**config.mk**
```make
export PLATFORM = sky130hd
export DESIGN_NAME = frac_lcell
export DESIGN_NICKNAME = d
export VERILOG_FILES = /design/src/rtl/flc_pkg.sv /design/src/rtl/flc_cfg_shift.sv /design/src/rtl/flc_fsm.sv /design/src/rtl/flc_core.sv /design/src/rtl/frac_lcell.sv
export SDC_FILE = /design/constraint.sdc
export NUM_CORES = 1
export LEC_CHECK = 0
export ABC_AREA = 1
export BUFFER_PORTS_ARGS = -buffer_cell sky130_fd_sc_hd__clkbuf_2
export CAP_MARGIN = 0
export CORE_MARGIN = 1
export CORE_UTILIZATION = 64
export CTS_BUF_LIST = sky130_fd_sc_hd__clkbuf_8
export CTS_CLUSTER_SIZE = 20
export DETAILED_ROUTE_END_ITERATION = 12
export PLACE_DENSITY = 0.83
export REMOVE_ABC_BUFFERS = 1
export SKIP_CTS_REPAIR_TIMING = 1
export SLEW_MARGIN = 25
export SYNTH_ARGS = -nofsm -noshare
export SYNTH_HDL_FRONTEND = slang
export SYNTH_SLANG_ARGS = --single-unit
```
**constraint.sdc**
```tcl
create_clock -name clk -period 3.4 [get_ports clk]
set_input_delay 0.68 -clock clk [delete_from_list [all_inputs] [get_ports clk]]
set_output_delay 0.68 -clock clk [all_outputs]
set_load 0.05 [all_outputs]
```
**src/rtl/flc_pkg.sv**
```systemverilog
package flc_pkg;

    typedef enum logic [1:0] {
        ST_BLANK = 2'd0,
        ST_LOAD  = 2'd1,
        ST_RUN   = 2'd2
    } cell_state_t;

    // Routing flags, MSB first as shifted in
    typedef struct packed {
        logic mode;     // 1 = extended
        logic psel;     // 1 = function uses e1/f1
        logic r0_fn;    // top register takes function
        logic r1_fn;    // bottom register takes function
        logic byp0;     // top combinational enable
        logic byp1;     // bottom combinational enable
    } cell_flags_t;

    localparam int FLAG_W = $bits(cell_flags_t);

endpackage

```
**src/rtl/flc_cfg_shift.sv**
```systemverilog
module flc_cfg_shift #(
    parameter int W = 70
) (
    input  logic         clk,
    input  logic         rst_n,
    input  logic         shift_en,
    input  logic         sin,
    output logic [W-1:0] word
);
    always_ff @(posedge clk) begin
        if (!rst_n) begin
            word <= '0;
        end else if (shift_en) begin
            word <= {word[W-2:0], sin};
        end
    end
endmodule

```
**src/rtl/flc_fsm.sv**
```systemverilog
module flc_fsm
    import flc_pkg::*;
(
    input  logic clk,
    input  logic rst_n,
    input  logic cfg_en,
    output logic run,
    output logic upd
);
    cell_state_t state, state_nx;

    always_ff @(posedge clk) begin
        if (!rst_n) state <= ST_BLANK;
        else        state <= state_nx;
    end

    always_comb begin
        state_nx = state;
        unique case (state)
            ST_BLANK: state_nx = cfg_en ? ST_LOAD : ST_BLANK;
            ST_LOAD:  state_nx = cfg_en ? ST_LOAD : ST_RUN;
            ST_RUN:   state_nx = cfg_en ? ST_LOAD : ST_RUN;
            default:  state_nx = ST_BLANK;
        endcase
    end

    always_comb begin
        run = 1'b0;
        upd = 1'b0;
        unique case (state)
            ST_BLANK: run = 1'b0;
            ST_LOAD:  run = 1'b0;
            ST_RUN: begin
                run = 1'b1;
                upd = !cfg_en;
            end
            default:  run = 1'b0;
        endcase
    end
endmodule

```
**src/rtl/flc_core.sv**
```systemverilog
module flc_core
    import flc_pkg::*;
#(
    parameter int LUT_K = 5
) (
    input  logic [(1<<LUT_K)-1:0] tbl_a,
    input  logic [(1<<LUT_K)-1:0] tbl_b,
    input  cell_flags_t           flg,
    input  logic [LUT_K+2:0]      din,
    output logic                  top_f,
    output logic                  bot_f,
    output logic                  d0,
    output logic                  d1
);
    localparam int N_SH = LUT_K - 1;
    localparam int P_E0 = N_SH;
    localparam int P_F0 = N_SH + 1;
    localparam int P_E1 = N_SH + 2;
    localparam int P_F1 = N_SH + 3;

    logic [N_SH-1:0] sh;
    logic            e0, f0, e1, f1;
    logic [1:0]      pair;
    logic            fn_norm, fa, fb, fn_ext;

    assign sh = din[N_SH-1:0];
    assign e0 = din[P_E0];
    assign f0 = din[P_F0];
    assign e1 = din[P_E1];
    assign f1 = din[P_F1];

    // Normal mode: high pair bit chooses the table half
    assign pair    = flg.psel ? {f1, e1} : {f0, e0};
    assign fn_norm = pair[1] ? tbl_b[{pair[0], sh}] : tbl_a[{pair[0], sh}];

    // Extended mode: two five-input tables, f0 selects
    assign fa     = tbl_a[{e0, sh}];
    assign fb     = tbl_b[{e1, sh}];
    assign fn_ext = f0 ? fb : fa;

    always_comb begin
        top_f = 1'b0;
        bot_f = 1'b0;
        d0    = 1'b0;
        d1    = 1'b0;
        if (flg.mode) begin
            top_f = flg.byp0 & fn_ext;
            d0    = flg.r0_fn ? fn_ext : f1;
        end else if (!flg.psel) begin
            top_f = flg.byp0 & fn_norm;
            d0    = flg.r0_fn ? fn_norm : e1;
            d1    = flg.r0_fn ? 1'b0 : f1;
        end else begin
            bot_f = flg.byp1 & fn_norm;
            d0    = e0;
            d1    = flg.r1_fn ? fn_norm : f0;
        end
    end
endmodule

```
**src/rtl/frac_lcell.sv**
```systemverilog
module frac_lcell
    import flc_pkg::*;
#(
    parameter int LUT_K = 5
) (
    input  logic             clk,
    input  logic             rst_n,
    input  logic             cfg_en,
    input  logic             cfg_din,
    input  logic [LUT_K+2:0] din,
    output logic             top_comb,
    output logic             bot_comb,
    output logic             top_q,
    output logic             bot_q
);
    localparam int TBL   = 1 << LUT_K;
    localparam int CFG_W = 2 * TBL + FLAG_W;

    logic [CFG_W-1:0] cfg_word;
    logic [TBL-1:0]   tbl_a, tbl_b;
    cell_flags_t      flg;
    logic             run, upd;
    logic             top_f, bot_f, d0, d1;
    logic             q0, q1;

    flc_cfg_shift #(.W(CFG_W)) u_shift (
        .clk      (clk),
        .rst_n    (rst_n),
        .shift_en (cfg_en),
        .sin      (cfg_din),
        .word     (cfg_word)
    );

    assign tbl_a = cfg_word[TBL-1:0];
    assign tbl_b = cfg_word[2*TBL-1:TBL];
    assign flg   = cell_flags_t'(cfg_word[CFG_W-1:2*TBL]);

    flc_fsm u_fsm (
        .clk    (clk),
        .rst_n  (rst_n),
        .cfg_en (cfg_en),
        .run    (run),
        .upd    (upd)
    );

    flc_core #(.LUT_K(LUT_K)) u_core (
        .tbl_a (tbl_a),
        .tbl_b (tbl_b),
        .flg   (flg),
        .din   (din),
        .top_f (top_f),
        .bot_f (bot_f),
        .d0    (d0),
        .d1    (d1)
    );

    always_ff @(posedge clk) begin
        if (!rst_n) begin
            q0 <= 1'b0;
            q1 <= 1'b0;
        end else if (upd) begin
            q0 <= d0;
            q1 <= d1;
        end else begin
            q0 <= 1'b0;
            q1 <= 1'b0;
        end
    end

    assign top_comb = run & top_f;
    assign bot_comb = run & bot_f;
    assign top_q    = q0;
    assign bot_q    = q1;
endmodule

```
==> flow_summary_export.csv <==
group,metric,value,unit
status,result_of_the_run,"complete, no violations",
clock_network,clock_insertion_delay_worst_skew,340,ps
route,drc,0,
place,port_buffers,15,
final_layout,synthToLayoutAreaGrowth,8.62,%
route,routed_wl,6610,um
route,drt-pass1-iter-count,5,
sta,report.final.setup_viol,0,
route,avgRoutedWirePerCell,13.2,um
clock_network,cts_inserted_buffers,9,
setup_path,worst-endpoint-required,2720,ps
global_routing,grt_max_degree,39,
yosys,synth.distinct_cells,20,
sta,grt_setup_unrepaired,"false",
clock_network,cts_max_path_buffers,2,
die,chipHeight,72.5,um
sta,final.setup_skew,4.61,ps
setup_path,critPathCapture,"top_comb",
setup_path,reg2reg_slack,1810,ps
clock_network,clock_root_cell,"clkbuf_8",
sta,max_freq,323,MHz
sta,timing.max_slew.rel_slack,53.7,%
setup_path,endpoint_kind,"output pin",
yosys,synth_area,0.00318,mm^2
power_and_ir_drop,cellPowerDensity,498,mW/mm^2
yosys,synth-edff-count,0,
power_and_ir_drop,post-layout-total-power,1.72,mW
yosys,synth.ff_latch_count,74,
setup_path,timing.rr.start,"u_shift.word[68]",
final_layout,final_cell_count_no_fill,502,
clock_network,clkSlewWorstSetupHoldPaths,70,ps
die,placeable_core_region,0.00475,mm^2
yosys,post_synth_main_area_contributors,"dfxtp_1 47%, o22ai_1 14%, nand3_1 10%",
final_layout,fillerInstances,394,
place,placed_cells,486,
setup_path,worstSetupStartpointType,"input port",
power_and_ir_drop,vdd.ir_drop.worst,0.418,mV
sta,timing.setup.tns,0,ps
route,vias,2785,
setup_path,critPathLaunch,"din[0]",
clock_network,htreeDepth,3,
final_layout,number_of_nets_in_the_layout,445,
job,drv.max_cap_violation_count,0,
place,hpwl,4150,um
yosys,largest_area_contributor_in_the_netlist,"dfxtp_1",
worst_hold_path,hold_path_class,"reg2reg",
setup_path,worstPathMaxFanout,27,
yosys,synth_flop_cell,"dfxtp_1",
global_routing,gr-usage-all-layers,27.2,%
place,routability_congestion,0.891,
die,num_rows,25,
die,die_area,0.00525,mm^2
die,initial_utilization,66.9,%
sta,max_transition_viols_final,0,
clock_network,clock_tree_from_tritoncts,"done",
global_routing,grt_first_pass_wirelength,11300,um
power_and_ir_drop,static-leakage-power,1.40,nW
sta,hold_violations,0,
setup_path,reg2reg_to,"top_q",
yosys,synthTopCellsByCount,"82 x inv_1, 82 x nand2_1, 74 x dfxtp_1",
yosys,synthDominantCellAreaShare,46.6,%
sta,worst-slew-pin-transition,692,ps
die,ioPinCount,16,
setup_path,worst-endpoint-arrival,2420,ps
yosys,yosysWarningCount,0,
die,fp.dieW,72.5,um
final_layout,post_route_cells_drive_above_1_share,8.74,%
setup_path,rr_worst_depth,8,
route,detail_route.iter0.violations,264,
route,detail_route.vias_per_cell,5.55,
setup_path,crit_type,"in2out",
yosys,syn-instance-count,424,
sta,fin_crit_sh,91.1,%
clock_network,numClockSinks,74,
global_routing,total_gr_overflow,0,
yosys,async_flop_share,0,%
route,route.antenna.remaining_nets,0,
yosys,synth_sequential_area_ratio,46.6,%
final_layout,antenna_cells_inserted,0,
global_routing,number_of_global_route_vias_before_repair,2600,
sta,fin_crit,3100,ps
yosys,synth.avg_cell_area,7.50,um^2
global_routing,antenna_found_initial,0,
[report_power, final]
group / leakage [nW] / switching (mW) / internal [mW]
clock network: 0.118 / 0.301 / 0.414
logic: 0.689 / 0.0930 / 0.0427
registers: 0.596 / 0.00111 / 0.869
[state kept, by name, indices dropped and copies added (netlist names)]
signal	count
u_fsm.state	2
top_q	1
bot_q	1
u_shift.word	70
[per-stage QoR]
stage / worst slack (ps) / hold slack (ps) / instance area [um^2] / util [%]
after floorplan: -103 / 464 / 3030 / -
after global placement: 305 / 477 / 3230 / 68.0
after detailed placement: 256 / 486 / 3230 / 68.0
after CTS: 220 / 497 / 3450 / 72.6
after global routing: 64.9 / 510 / 3450 / 72.6
final: 302 / 493 / 3450 / 72.6
[logic make-up (layout without fill, tap and decap cells)]
family                   Yosys count  after routing  synth area share (%)
AO/OA/AOI/OAI                     85             85                  16.6
buffers and inverters            108            119                  14.8
flip-flops                        74             74                  46.6
adder cells (fa/ha/maj)            3              3                  1.18
AND/OR/NAND/NOR                  154            154                  20.9
[cells in the final DEF (no fill, tap or decap), drive strengths merged, types with 3 or more instances in the layout]
master / Yosys / final
o22ai: 69 / 69
nand2: 82 / 82
buf: 10 / 4
dfxtp: 74 / 74
nand3: 64 / 64
nor2: 5 / 5
inv: 84 / 86
o21ai: 4 / 4
o211ai: 5 / 5
ha: 3 / 3
clkbuf: 14 / 28
a21oi: 6 / 6
[worst min-delay path by stage]
stage                      from               end  cells after the start
3_5_place_dp   u_shift.word[42]  u_shift.word[42]                      2
3_3_place_gp   u_shift.word[42]  u_shift.word[42]                      2
2_1_floorplan  u_shift.word[34]  u_shift.word[34]                      2
5_1_grt        u_shift.word[46]  u_shift.word[46]                      2
4_1_cts        u_shift.word[42]  u_shift.word[42]                      2
6_report       u_shift.word[34]  u_shift.word[34]                      2
[final cells by class]
class	count	area, um^2	area share (%)
inverter	84	320	9.28
multi-input combinational	242	1230	35.7
clock buffer	13	179	5.18
sequential	74	1480	42.9
timing repair buffer	19	118	3.41
tap	67	83.8	2.43
clock inverter	3	37.5	1.09
[worst max-delay path, stage by stage]
cell and delay [ps]:
clkbuf_2 300, inv_4 190, nand2_1 130, nand3_1 90, nand3_1 110, nand3_1 100, nand2_1 100, nand2_1 50
nand3_1 60, nand2_1 90, a21o_1 160, nor2_1 80, clkbuf_2 280
[layer usage]
layer	GRT usage [%]	share of wire [%]
met5	0	0
met4	12.6	2.2
met3	4.86	5.2
met2	43.5	46
met1	35.9	47
No activity file was read; power rests on OpenSTA's default activity.
